--- src/rtl/dpw_pkg.sv ---
package dpw_pkg;
  localparam int OPC_W = 8;
  localparam logic [OPC_W-1:0] OPC_WORD_INC = 8'h3A;
  localparam logic [OPC_W-1:0] OPC_WORD_DEC = 8'h1A;

  typedef enum logic [2:0] {
    ST_IDLE, ST_FETCH, ST_RDLO, ST_WRLO, ST_RDHI, ST_WRHI
  } dpw_state_t;

  typedef struct packed {
    logic ldDir;   // capture direction at start
    logic isDec;   // direction value to capture
    logic ldOff;   // capture offset from fetch
    logic ldLo;    // capture and adjust low byte
    logic ldHi;    // capture and adjust high byte
    logic selHi;   // address/data select high byte
  } dpw_strobe_t;
endpackage

--- src/rtl/dpw_ctrl.sv ---
module dpw_ctrl
  import dpw_pkg::*;
(
  input  logic              clk,
  input  logic              rstN,
  input  logic              start,
  input  logic [OPC_W-1:0]  opcode,
  output dpw_strobe_t       stb,
  output logic              opFetch,
  output logic              busRead,
  output logic              busWrite,
  output logic              done
);
  dpw_state_t state, stateNext;
  logic opcodeOk, takeStart;

  assign opcodeOk  = (opcode == OPC_WORD_INC) || (opcode == OPC_WORD_DEC);
  assign takeStart = (state == ST_IDLE) && start && opcodeOk;

  always_comb begin
    stateNext = state;
    unique case (state)
      ST_IDLE:  if (takeStart) stateNext = ST_FETCH;
      ST_FETCH: stateNext = ST_RDLO;
      ST_RDLO:  stateNext = ST_WRLO;
      ST_WRLO:  stateNext = ST_RDHI;
      ST_RDHI:  stateNext = ST_WRHI;
      ST_WRHI:  stateNext = ST_IDLE;
      default:  stateNext = ST_IDLE;
    endcase
  end

  always_ff @(posedge clk) begin
    if (!rstN) state <= ST_IDLE;
    else       state <= stateNext;
  end

  always_comb begin
    stb.ldDir = takeStart;
    stb.isDec = (opcode == OPC_WORD_DEC);
    stb.ldOff = (state == ST_FETCH);
    stb.ldLo  = (state == ST_RDLO);
    stb.ldHi  = (state == ST_RDHI);
    stb.selHi = (state == ST_RDHI) || (state == ST_WRHI);
  end

  assign opFetch  = (state == ST_FETCH);
  assign busRead  = (state == ST_RDLO) || (state == ST_RDHI);
  assign busWrite = (state == ST_WRLO) || (state == ST_WRHI);
  assign done     = (state == ST_WRHI);
endmodule

--- src/rtl/dpw_datapath.sv ---
module dpw_datapath
  import dpw_pkg::*;
#(
  parameter int BYTE_W = 8
) (
  input  logic              clk,
  input  logic              rstN,
  input  dpw_strobe_t       stb,
  input  logic              doneIn,
  input  logic [BYTE_W-1:0] busRdata,
  output logic [BYTE_W-1:0] busAddr,
  output logic [BYTE_W-1:0] busWdata,
  output logic              flagN,
  output logic              flagZ
);
  localparam logic [BYTE_W-1:0] ONE  = BYTE_W'(1);
  localparam logic [BYTE_W-1:0] ZERO = '0;
  localparam logic [BYTE_W-1:0] ONES = '1;

  logic              decMode;
  logic              carryReg;
  logic [BYTE_W-1:0] offReg, loAdj, hiAdj, stepHi;

  // High byte is adjusted by the carry/borrow from the low byte only
  assign stepHi = carryReg ? ONE : ZERO;

  always_ff @(posedge clk) begin
    if (!rstN) begin
      decMode  <= 1'b0;
      carryReg <= 1'b0;
      offReg   <= '0;
      loAdj    <= '0;
      hiAdj    <= '0;
    end else begin
      if (stb.ldDir) decMode <= stb.isDec;
      if (stb.ldOff) offReg <= busRdata;
      if (stb.ldLo) begin
        loAdj    <= decMode ? busRdata - ONE : busRdata + ONE;
        carryReg <= decMode ? (busRdata == ZERO) : (busRdata == ONES);
      end
      if (stb.ldHi) hiAdj <= decMode ? busRdata - stepHi : busRdata + stepHi;
    end
  end

  // Offset plus one wraps inside the page through the fixed byte width
  assign busAddr  = stb.selHi ? offReg + ONE : offReg;
  assign busWdata = stb.selHi ? hiAdj : loAdj;
  assign flagN    = doneIn & hiAdj[BYTE_W-1];
  assign flagZ    = doneIn & (hiAdj == ZERO) & (loAdj == ZERO);
endmodule

--- src/rtl/dp_word_incdec.sv ---
module dp_word_incdec
  import dpw_pkg::*;
(
  input  logic        clk,
  input  logic        rstN,
  input  logic        start,
  input  logic [7:0]  opcode,
  input  logic [7:0]  busRdata,
  output logic        opFetch,
  output logic        busRead,
  output logic        busWrite,
  output logic [7:0]  busAddr,
  output logic [7:0]  busWdata,
  output logic        done,
  output logic        flagN,
  output logic        flagZ
);
  dpw_strobe_t stb;
  logic        doneInt;

  dpw_ctrl u_ctrl (
    .clk(clk), .rstN(rstN), .start(start), .opcode(opcode), .stb(stb),
    .opFetch(opFetch), .busRead(busRead), .busWrite(busWrite), .done(doneInt)
  );

  dpw_datapath #(.BYTE_W(8)) u_dp (
    .clk(clk), .rstN(rstN), .stb(stb), .doneIn(doneInt), .busRdata(busRdata),
    .busAddr(busAddr), .busWdata(busWdata), .flagN(flagN), .flagZ(flagZ)
  );

  assign done = doneInt;
endmodule

--- config.mk ---
export PLATFORM = sky130hd
export DESIGN_NAME = dp_word_incdec
export DESIGN_NICKNAME = d
export VERILOG_FILES = /design/src/rtl/dpw_pkg.sv /design/src/rtl/dpw_ctrl.sv /design/src/rtl/dpw_datapath.sv /design/src/rtl/dp_word_incdec.sv
export SDC_FILE = /design/constraint.sdc
export NUM_CORES = 1
export LEC_CHECK = 0
export CAP_MARGIN = 25
export CORE_ASPECT_RATIO = 0.7
export CORE_UTILIZATION = 40
export DETAILED_ROUTE_END_ITERATION = 6
export PLACE_DENSITY = 0.74
export SYNTH_ARGS = -nofsm -noshare
export SYNTH_HDL_FRONTEND = slang
export SYNTH_SLANG_ARGS = --single-unit
--- constraint.sdc ---
create_clock -name clk -period 2.7 [get_ports clk]
set_input_delay 0.54 -clock clk [delete_from_list [all_inputs] [get_ports clk]]
set_output_delay 0.54 -clock clk [all_outputs]
set_load 0.02 [all_outputs]
## After elaboration in Yosys (flattened, before gate mapping)

Cells that the tools add are included.

- Bits in registers: 29
- Latch bits: 0
- Memory bits (writable): 0
- Memory bits (read-only): 0
- Bits of input ports: 19
- Output and inout bits: 22
- Logic and storage cells: 41
- Memories: 0

- Add/sub/neg operators: 5
- $mul: 0
- Divide/modulo/power cells: 0
- $lt $le $gt $ge: 0
- Equal/unequal tests: 9
- Shifts and indexed selects: 0
- Multiplexer cells: 8
- Bitwise gates (word level): 3
- Reduce and logical (&&, ||, !) cells: 10

Operators by type and width:

| operator | number |
|---|---|
| $mux W8 | 4 |
| $logic_not A8 Y1 | 3 |
| $add A8 B1 Y8 const B | 2 |
| $pmux W3 S5 | 1 |
| $add A8 B8 Y8 | 1 |
| $eq A8 B5 Y1 const B | 1 |
| $eq A8 B6 Y1 const B | 1 |
| $eq A8 B8 Y1 const B | 1 |
| $sub A8 B1 Y8 const B | 1 |
| $sub A8 B8 Y8 | 1 |
| $eq A3 B2 Y1 const B | 2 |
| $eq A3 B3 Y1 const B | 2 |
| $logic_or A1 B1 Y1 | 4 |
| $and A1 B1 Y1 | 3 |
| $eq A3 B1 Y1 const B | 1 |
| $logic_not A3 Y1 | 1 |
| $mux W3 | 1 |
| $logic_and A1 B1 Y1 | 2 |
| $mux W1 | 2 |
| $ne A2 B1 Y1 const B | 1 |

## Depth between registers and ports, before layout

Gate-level depths: netlist (run 1).

- Depth in word-level cells: 5
- Depth in mapped cells: 9
- Depth with buffers taken out: 9

## Hierarchy

A second synthesis (run 1) with hierarchy kept.

- Cell total of the unflattened synthesis: 238
- Area, all modules: 2083.2 sq um

Modules (own cells, without submodules):

| module | times used | cells an instance | area an instance (sq um) |
|---|---|---|---|
| dpw_datapath | 1 | 208 | 1805.5 |
| dpw_ctrl | 1 | 30 | 277.8 |

## Worst setup path after synthesis (run 1)

Ideal clock, no wire load.

- Path type: reg-to-reg
- From: register u_dp.decMode
- To: register u_dp.hiAdj[5]
- Library setup time: 120 ps
- Data arrival time: 1964 ps
- Data required time: 2580 ps
- Path slack: 616 ps
- Stages on the path, launching flop included: 9
- Path through: dfxtp_1 -> inv_1 -> nand2_1 -> ha_1 -> nor2b_1 -> o31a_1 -> o21ai_0 -> nor4_1 -> a211o_1

- Word-level cells in the longest chain between the ends: 1

RTL lines:

| element | RTL line | RTL |
|---|---|---|
| from (decl) | dpw_datapath.sv:20 | `logic decMode;` |
| from (signal assigned) | dpw_datapath.sv:35 | `if (stb.ldDir) decMode <= stb.isDec;` |
| $mux W8 | dpw_datapath.sv:41 | `if (stb.ldHi) hiAdj <= decMode ? busRdata - stepHi : busRdata + stepHi;` |
| to (signal assigned) | dpw_datapath.sv:41 |  |
| to (decl) | dpw_datapath.sv:22 | `logic [BYTE_W-1:0] offReg, loAdj, hiAdj, stepHi;` |

Every way passes these cells.
A chain may end at the register's enable or synchronous reset.

## Worst setup path in the final report (run 1)

- From: register u_ctrl.state[2]
- To: output busAddr[7]

- Word-level cells in the longest chain between the ends: 3
- Elaborated cells on any way between the ends: 4
- Those cells by class: 2 x eq/ne; 1 x mux; 1 x reduce/logical

RTL lines:

| element | RTL line | RTL |
|---|---|---|
| from (decl) | dpw_ctrl.sv:14 | `dpw_state_t state, stateNext;` |
| from (signal assigned) | dpw_ctrl.sv:35 | `else state <= stateNext;` |
| $eq A3 B3 Y1 | dpw_ctrl.sv:44 | `stb.selHi = (state == ST_RDHI) \|\| (state == ST_WRHI);` |
| $logic_or A1 B1 Y1 * | dpw_ctrl.sv:44 |  |
| $mux W8 * | dpw_datapath.sv:46 | `assign busAddr = stb.selHi ? offReg + ONE : offReg;` |
| to (decl) | dp_word_incdec.sv:12 | `output logic [7:0] busAddr,` |

Mark *: on every way between the ends. The rest lies on a longest branch, timed or not.

==> results of run 1 <==
## worst min-delay path by stage
stage | start | end | slack (ps) | cells after the start
4_1_cts | u_dp.hiAdj[1] | u_dp.hiAdj[1] | 470 | 2
3_3_place_gp | u_dp.hiAdj[1] | u_dp.hiAdj[1] | 460 | 2
3_5_place_dp | u_dp.hiAdj[1] | u_dp.hiAdj[1] | 470 | 2
6_report | u_dp.hiAdj[1] | u_dp.hiAdj[1] | 480 | 2
2_1_floorplan | u_dp.hiAdj[4] | u_dp.hiAdj[4] | 440 | 2
5_1_grt | u_dp.hiAdj[1] | u_dp.hiAdj[1] | 500 | 2
## power by group through the flow
stage,clock network [mW],logic (mW),registers [mW]
after floorplan,0,0.0625,0.439
after global placement,0,0.119,0.440
after detailed placement,0,0.121,0.440
after CTS,0.353,0.122,0.430
after global routing,0.376,0.133,0.430
final,0.351,0.124,0.430
## layout make-up
class / count / area (sq um)
inverters: 7 / 26.3
repair buffers: 53 / 498
well taps: 69 / 86.3
flip-flops and latches: 29 / 581
clock buffers: 5 / 68.8
clock inverters: 3 / 17.5
multi-input cells: 191 / 1370
fillers: 451 / 2190
## per-stage QoR
| stage | hold WS [ps] | area [sq um] | util | setup WS [ps] |
|---|---|---|---|---|
| after global placement | 462 | 2560 | 0.529 | 92.9 |
| final | 476 | 2650 | 0.548 | 133 |
| after detailed placement | 465 | 2560 | 0.529 | 94.7 |
| after global routing | 502 | 2650 | 0.548 | 6.49 |
| after CTS | 474 | 2640 | 0.547 | 44.8 |
| after floorplan | 442 | 2050 | - | 616 |
## cells in the final DEF (no fill, tap or decap), types with 3 or more instances in the layout
cell                              instances
sky130_fd_sc_hd__clkdlybuf4s50_1         40
sky130_fd_sc_hd__dfxtp_1                 29
sky130_fd_sc_hd__nor2_1                  27
sky130_fd_sc_hd__nand2_1                 17
sky130_fd_sc_hd__ha_1                    14
sky130_fd_sc_hd__buf_4                   13
sky130_fd_sc_hd__xnor2_1                 11
sky130_fd_sc_hd__nand3_1                 11
sky130_fd_sc_hd__a21oi_1                 10
sky130_fd_sc_hd__mux2i_1                 10
sky130_fd_sc_hd__mux2_2                   9
sky130_fd_sc_hd__o21ai_0                  8
sky130_fd_sc_hd__inv_1                    7
sky130_fd_sc_hd__nor4_1                   7
sky130_fd_sc_hd__a211oi_1                 7
sky130_fd_sc_hd__clkbuf_8                 5
sky130_fd_sc_hd__nor2b_1                  4
sky130_fd_sc_hd__nor3_1                   4
sky130_fd_sc_hd__nand4_1                  4
sky130_fd_sc_hd__and2_1                   3
sky130_fd_sc_hd__and3_1                   3
sky130_fd_sc_hd__xor2_1                   3
sky130_fd_sc_hd__or4_1                    3
sky130_fd_sc_hd__nand4b_1                 3
## logic make-up after synthesis
family	Yosys count	synth area share
and+or+nand+nor	100	0.262
AOI/OAI and AO/OA	42	0.142
DFF	29	0.284
buffers and inverters	20	0.0489
muxes	19	0.0985
adders and majority gates	16	0.105
xor gates and xnor gates	14	0.0599
## routing by layer
layer	wire length, um	global-route usage	vias up
met4	52	0.0585	0
met1	2790	0.315	918
li1	-	-	974
met3	353	0.0528	4
met5	0	0	-
met2	2150	0.295	65
## registers in the layout, indices dropped and copies added, names as in the netlist
signal         cells
u_ctrl.state       3
u_dp.loAdj         8
u_dp.hiAdj         8
u_dp.decMode       1
u_dp.offReg        8
u_dp.carryReg      1
## worst max-delay path: stages (launching register included)
cell and delay, ps:
sky130_fd_sc_hd__dfxtp_1 330, sky130_fd_sc_hd__nor2b_4 210, sky130_fd_sc_hd__and4_1 310, sky130_fd_sc_hd__nand3_1 110, sky130_fd_sc_hd__xnor2_1 150, sky130_fd_sc_hd__clkdlybuf4s50_1 620
## timing repair
item                       4_1_cts  5_1_grt
setup endpoints to repair        0        2
hold endpoints to repair         0        0
resized for setup                0        1
==> impl_table.tex, run 1 <==
\begin{tabular}{lr}
\hline
Metric & Value \\
\hline
\multicolumn{2}{l}{\textbf{Die}} \\
\quad FP Rows & 21 \\
\quad Die Span Y & 61.8 um \\
\quad Initial Utilization & 0.423 \\
\quad Std-Cell Core Area & 0.00483 sq mm \\
\quad I/O pin cnt & 41 \\
\quad Width of the die & 87.5 um \\
\quad Die area & 0.00541 sq mm \\
\multicolumn{2}{l}{\textbf{Clocking}} \\
\quad Max Buffers Root-to-Sink & 2 \\
\quad Clock root cell & sky130\_fd\_sc\_hd\_\_clkbuf\_8 \\
\quad Post-cts hold buffer count & 0 \\
\quad Number of H-tree branching levels & 2 \\
\quad Clock Latency Late Sink & 290 ps \\
\quad Clock buffer count from CTS & 5 \\
\quad Post-CTS clock slew at the launch and capture registers of the worst setup and hold paths & 70 ps \\
\quad Clock tree from TritonCTS & built \\
\quad Number of clock sinks & 29 \\
\quad Setup Fix Bufs, Post-CTS & 0 \\
\multicolumn{2}{l}{\textbf{Global routing}} \\
\quad Vias in the first global route & 1663 \\
\quad Wire length of the first global-routing pass & 8330 um \\
\quad Pin count of the biggest net entering global routing & 22 \\
\quad Total global routing overflow & 0 \\
\quad Overall track demand over capacity in global routing & 0.210 \\
\quad Initial antenna violation count & 0 \\
\multicolumn{2}{l}{\textbf{Synth}} \\
\quad Count of mapped cells out of synthesis & 240 \\
\quad Yosys warning count & 0 \\
\quad Cell with the most instances after synthesis & sky130\_fd\_sc\_hd\_\_dfxtp\_1 \\
\quad Share of the synthesized area in the top cell type & 0.284 \\
\quad Netlist area before placement & 0.00205 sq mm \\
\quad Synthesized area per cell & 8.52 sq um \\
\quad Number of nets produced by synthesis & 275 \\
\quad Synth async-reset ratio & 0 \\
\quad Flip-flop and latch count after synthesis & 29 \\
\quad Most used standard cells in the synthesized netlist & sky130\_fd\_sc\_hd\_\_dfxtp\_1 (29), sky130\_fd\_sc\_hd\_\_nor2\_1 (27), sky130\_fd\_sc\_hd\_\_nand2\_1 (17) \\
\quad Ys flop type & sky130\_fd\_sc\_hd\_\_dfxtp\_1 \\
\quad Cell types with the largest area share after synthesis & sky130\_fd\_sc\_hd\_\_dfxtp\_1 (28\%), sky130\_fd\_sc\_hd\_\_ha\_1 (8.6\%), sky130\_fd\_sc\_hd\_\_mux2\_2 (5.0\%) \\
\quad Cell taking the most area after synthesis & sky130\_fd\_sc\_hd\_\_dfxtp\_1 \\
\quad Number of enable flip-flop cells after synthesis & 0 \\
\quad Fraction of the yosys area taken by sequential cells & 0.284 \\
\quad Synth cell types & 51 \\
\multicolumn{2}{l}{\textbf{Placement}} \\
\quad DP Cell Count & 349 \\
\quad Gpl congestion & 0.907 \\
\quad Final HPWL from detailed placement & 4130 um \\
\quad Number of port buffers & 40 \\
\multicolumn{2}{l}{\textbf{Worst setup path}} \\
\quad Kind of end point of the critical path & primary output \\
\quad Worst reg2reg setup slack & 620 ps \\
\quad Required time reported for the critical path endpoint & 2160 ps \\
\quad Setup crit start & u\_ctrl.state[2] \\
\quad Worst-path fanout max & 6 \\
\quad RR Endpoint & u\_dp.hiAdj[5] \\
\quad Endpoint arrival time on the critical path & 2030 ps \\
\quad Worst flop-to-flop path startpoint & u\_dp.decMode \\
\quad Destination of the critical timing path & busAddr[7] \\
\quad FF-to-FF path depth & 8 \\
\quad Category of the most critical setup path & reg2out \\
\quad Startpoint class of the critical path & flop \\
\multicolumn{2}{l}{\textbf{Power and ir drop}} \\
\quad Net switching power & 239 uW \\
\quad Internal Dissipation & 666 uW \\
\quad Share of power burned in registers & 0.475 \\
\quad Total leakage power & 1.03 nW \\
\quad Sw Ratio & 0.264 \\
\quad Worst supply voltage drop on vdd & 0.000181 V \\
\quad Total power density per cell area & 342 mW/mm\^{}2 \\
\quad Comb pwr share & 0.137 \\
\quad Part of the total power dissipated in the clock network & 0.388 \\
\quad Power, Total & 905 uW \\
\multicolumn{2}{l}{\textbf{STA}} \\
\quad Remaining max-slew budget at the tightest pin & 0.548 \\
\quad Least-Margin Pin Slew & 677 ps \\
\quad Final worst clock skew & 5.15 ps \\
\quad Final setup violation count & 0 \\
\quad Final Cycle Share & 0.951 \\
\quad Achievable frequency & 390 MHz \\
\quad Final number of hold-violating endpoints & 0 \\
\quad Pins over their slew limit & 0 \\
\quad Crit path time final & 2570 ps \\
\quad RSZ-0062 raised after global routing & false \\
\quad Total Neg Setup Slack & 0 ps \\
\multicolumn{2}{l}{\textbf{Min path}} \\
\quad Type of the worst min-delay path & reg2reg \\
\multicolumn{2}{l}{\textbf{Drt}} \\
\quad First-pass detailed-route iteration total & 4 \\
\quad Per-cell routed wire length & 15.0 um \\
\quad ANT nets after route & 0 \\
\quad Routed vias & 1961 \\
\quad Iteration-0 DRC count of the detailed router & 82 \\
\quad WL final & 5340 um \\
\quad Vias per cell & 5.49 \\
\quad Post-route DRC & 0 \\
\multicolumn{2}{l}{\textbf{Layout}} \\
\quad Number of cells in the finished layout apart from fillers & 357 \\
\quad Syn-to-layout area delta & 29.4\% \\
\quad Fraction of final layout cells with drive strength greater than 1 & 0.122 \\
\quad Number of antenna diodes & 0 \\
\quad Final Net Count & 322 \\
\multicolumn{2}{l}{\textbf{Flow run}} \\
\quad Number of max-cap violations & 0 \\
\multicolumn{2}{l}{\textbf{Status}} \\
\quad Status & finished, final reports clean \\
\hline
\end{tabular}
(Power assumes the default switching activity.)
==> run 2: changes to the inputs <==
--- a/config.mk
+++ b/config.mk
@@ -10,6 +10,7 @@
 export CORE_UTILIZATION = 40
 export DETAILED_ROUTE_END_ITERATION = 6
 export PLACE_DENSITY = 0.74
+export RECOVER_POWER = 50
 export SYNTH_ARGS = -nofsm -noshare
 export SYNTH_HDL_FRONTEND = slang
 export SYNTH_SLANG_ARGS = --single-unit
==> run 2 against run 1 <==
Net effect:
- first-iteration DRC count is 6.1% higher
- utilization is 0.21 points lower
- clock power hardly changed
- register-to-register slack hardly changed
- global-route usage stayed put
- die area stayed put
- cell area is 0.38% lower
- hold slack worse by 0.70 ps
- worst setup slack better by 1.1 ps
- combinational power hardly changed
- highest routed layer unchanged
==> impl_table.tex, run 2 (same netlist as run 1, synthesis figures left out) <==
\begin{tabular}{lr}
\hline
Metric & Value \\
\hline
\multicolumn{2}{l}{\textbf{Clocking}} \\
\quad Number of H-tree branching levels & 2 (unchanged) \\
\quad Max Buffers Root-to-Sink & 2 (unchanged) \\
\quad Clock root cell & sky130\_fd\_sc\_hd\_\_clkbuf\_8 \\
\quad Clock buffer count from CTS & 5 (unchanged) \\
\quad Clock Latency Late Sink & 280 ps (about the same) \\
\quad Post-CTS clock slew at the launch and capture registers of the worst setup and hold paths & 70 ps (about the same) \\
\quad Clock tree from TritonCTS & built \\
\quad Number of clock sinks & 29 (unchanged) \\
\multicolumn{2}{l}{\textbf{STA}} \\
\quad Post-layout worst setup margin & 134 ps (+1.11 ps) \\
\quad Final setup violation count & 0 (unchanged) \\
\quad Achievable frequency & 390 MHz (about the same) \\
\quad Final worst clock skew & 4.14 ps (-1.01 ps) \\
\quad Remaining max-slew budget at the tightest pin & 0.548 (about the same) \\
\quad Final Cycle Share & 0.950 (about the same) \\
\quad RSZ-0062 raised after global routing & false \\
\quad Pins over their slew limit & 0 (unchanged) \\
\quad Least-Margin Pin Slew & 677 ps (-0.537 ps) \\
\quad Total Neg Setup Slack & 0 ps (unchanged) \\
\quad Crit path time final & 2570 ps (-1.11 ps) \\
\quad Final number of hold-violating endpoints & 0 (unchanged) \\
\multicolumn{2}{l}{\textbf{Worst setup path}} \\
\quad Worst reg2reg setup slack & 620 ps (about the same) \\
\quad Kind of end point of the critical path & primary output \\
\quad FF-to-FF path depth & 7 (-1) \\
\quad RR Endpoint & u\_dp.hiAdj[7] \\
\quad Category of the most critical setup path & reg2out \\
\quad Worst-path fanout max & 6 (unchanged) \\
\quad Startpoint class of the critical path & flop \\
\quad Setup crit start & u\_ctrl.state[2] \\
\quad Endpoint arrival time on the critical path & 2030 ps (about the same) \\
\quad Required time reported for the critical path endpoint & 2160 ps (about the same) \\
\quad Worst flop-to-flop path startpoint & u\_dp.decMode \\
\multicolumn{2}{l}{\textbf{Drt}} \\
\quad ANT nets after route & 0 (unchanged) \\
\quad Routed vias & 1958 (-0.15\%) \\
\quad Vias per cell & 5.48 (-0.15\%) \\
\quad Iteration-0 DRC count of the detailed router & 87 (+6.1\%) \\
\quad WL final & 5340 um (about the same) \\
\quad First-pass detailed-route iteration total & 4 (unchanged) \\
\quad Post-route DRC & 0 (unchanged) \\
\quad Per-cell routed wire length & 15.0 um (about the same) \\
\multicolumn{2}{l}{\textbf{Global routing}} \\
\quad Wire length of the first global-routing pass & 8330 um (unchanged) \\
\quad Pin count of the biggest net entering global routing & 22 (unchanged) \\
\quad Vias in the first global route & 1663 (unchanged) \\
\quad Overall track demand over capacity in global routing & 0.210 (unchanged) \\
\quad Initial antenna violation count & 0 (unchanged) \\
\quad Total global routing overflow & 0 (unchanged) \\
\multicolumn{2}{l}{\textbf{Die}} \\
\quad Width of the die & 87.5 um (unchanged) \\
\quad I/O pin cnt & 41 (unchanged) \\
\quad Std-Cell Core Area & 0.00483 sq mm (unchanged) \\
\quad FP Rows & 21 (unchanged) \\
\quad Die Span Y & 61.8 um (unchanged) \\
\quad Die area & 0.00541 sq mm (unchanged) \\
\quad Initial Utilization & 0.423 (unchanged) \\
\multicolumn{2}{l}{\textbf{Power and ir drop}} \\
\quad Sw Ratio & 0.264 (-0.000428) \\
\quad Total leakage power & 1.04 nW (+0.23\%) \\
\quad Internal Dissipation & 663 uW (-0.44\%) \\
\quad Share of power burned in registers & 0.477 (+0.002) \\
\quad Total power density per cell area & 342 mW/mm\^{}2 (-0.12\%) \\
\quad Part of the total power dissipated in the clock network & 0.388 (about the same) \\
\quad Worst supply voltage drop on vdd & 0.000184 V (+1.3\%) \\
\quad Net switching power & 238 uW (-0.66\%) \\
\quad Comb pwr share & 0.134 (-0.003) \\
\multicolumn{2}{l}{\textbf{Layout}} \\
\quad Multi-input gate area in the final layout & 0.00136 sq mm (-0.46\%) \\
\quad Syn-to-layout area delta & 28.9\% \\
\quad Number of antenna diodes & 0 (unchanged) \\
\quad Most common library cell in the layout ignoring fill and taps & sky130\_fd\_sc\_hd\_\_clkdlybuf4s50\_1 \\
\quad Most used cells in the layout excluding fill and tap cells & sky130\_fd\_sc\_hd\_\_clkdlybuf4s50\_1 (33), sky130\_fd\_sc\_hd\_\_dfxtp\_1 (29), sky130\_fd\_sc\_hd\_\_nor2\_1 (27), sky130\_fd\_sc\_hd\_\_nand2\_1 (17), sky130\_fd\_sc\_hd\_\_ha\_1 (14) \\
\quad Post-route cell area & 0.00264 sq mm (-0.38\%) \\
\quad \# fillers & 452 (+0.22\%) \\
\quad Combined flip-flop and latch cell area & 581 sq um (unchanged) \\
\quad Final Net Count & 322 (unchanged) \\
\quad Fraction of final layout cells with drive strength greater than 1 & 0.115 (-0.00694) \\
\quad Leading registers by flop count & u\_dp.hiAdj (8), u\_dp.loAdj (8), u\_dp.offReg (8) \\
\multicolumn{2}{l}{\textbf{Min path}} \\
\quad Worst hold path depth & 2 (unchanged) \\
\quad Type of the worst min-delay path & reg2reg \\
\quad Hold Path Sink & u\_dp.hiAdj[1] \\
\quad Worst min-delay path startpoint & u\_dp.hiAdj[1] \\
\multicolumn{2}{l}{\textbf{Placement}} \\
\quad Number of port buffers & 40 (unchanged) \\
\quad Gpl congestion & 0.907 (unchanged) \\
\quad Final HPWL from detailed placement & 4130 um (unchanged) \\
\quad Placement-stage cell area & 0.00256 sq mm (unchanged) \\
\quad Post-Place Worst Slack & 94.7 ps (unchanged) \\
\multicolumn{2}{l}{\textbf{Flow run}} \\
\quad Number of max-cap violations & 0 (unchanged) \\
\multicolumn{2}{l}{\textbf{Status}} \\
\quad Status & finished, final reports clean \\
\hline
\end{tabular}
-- run 2: cell type report --
type / instances / area share
Multi-Input combinational cell: 191 / 0.517
Sequential cell: 29 / 0.220
Timing Repair Buffer: 53 / 0.187
Tap cell: 69 / 0.0327
Clock buffer: 5 / 0.0261
Inverter: 7 / 0.00996
Clock inverter: 3 / 0.00664
-- run 2: critical path, cell delays in order (launching register included) --
cell and delay, ps:
sky130_fd_sc_hd__dfxtp_1 330, sky130_fd_sc_hd__nor2b_4 210, sky130_fd_sc_hd__and4_1 310, sky130_fd_sc_hd__nand3_1 110
sky130_fd_sc_hd__xnor2_1 150, sky130_fd_sc_hd__clkdlybuf4s50_1 620
-- run 2: per-stage QoR --
step | util | hold slack, ps | total power [mW] | std cells
finish | 0.546 | 475 | 0.901 | 357
global route | 0.546 | 502 | 0.936 | 357
detailed placement | 0.529 | 465 | 0.561 | 349
CTS | 0.547 | 474 | 0.905 | 357
global placement | 0.529 | 462 | 0.559 | 349
floorplan | - | 442 | 0.502 | 240
-- run 2: timing repair --
action / 4_1_cts / 5_1_grt
setup buffers: 0 / 0
endpoints found under the setup margin: 0 / 2
hold buffers: 0 / 0
resized for setup: 0 / 1
-- run 2: layer usage --
layer	part of all wire	GRT usage
met5	0	0
met4	0.0082	0.0585
met3	0.060	0.0528
met2	0.40	0.295
met1	0.53	0.315
-- run 2: how the worst max path moves through the flow --
stage / to / slack (ps)
floorplan: u_dp.hiAdj[5] / 620
global placement: u_dp.loAdj[6] / 90
detailed placement: u_dp.hiAdj[5] / 90
CTS: busAddr[7] / 40
global route: busAddr[7] / 6
finish: busAddr[7] / 130
-- run 2: power groups by stage --
| stage | combinational, mW | clock (mW) | sequential (mW) |
|---|---|---|---|
| after floorplan | 0.0625 | 0 | 0.439 |
| final | 0.121 | 0.350 | 0.430 |
| after global placement | 0.119 | 0 | 0.440 |
| after CTS | 0.122 | 0.353 | 0.430 |
| after global routing | 0.130 | 0.376 | 0.430 |
| after detailed placement | 0.121 | 0 | 0.440 |
==> run 3: changes to the inputs <==
--- a/config.mk
+++ b/config.mk
@@ -9,6 +9,7 @@
 export CORE_ASPECT_RATIO = 0.7
 export CORE_UTILIZATION = 40
 export DETAILED_ROUTE_END_ITERATION = 6
+export GPL_TIMING_DRIVEN = 1
 export PLACE_DENSITY = 0.74
 export RECOVER_POWER = 50
 export SYNTH_ARGS = -nofsm -noshare
==> results of run 3 <==
Same layout as run 2: the final DEF is identical, and so are final timing and power.
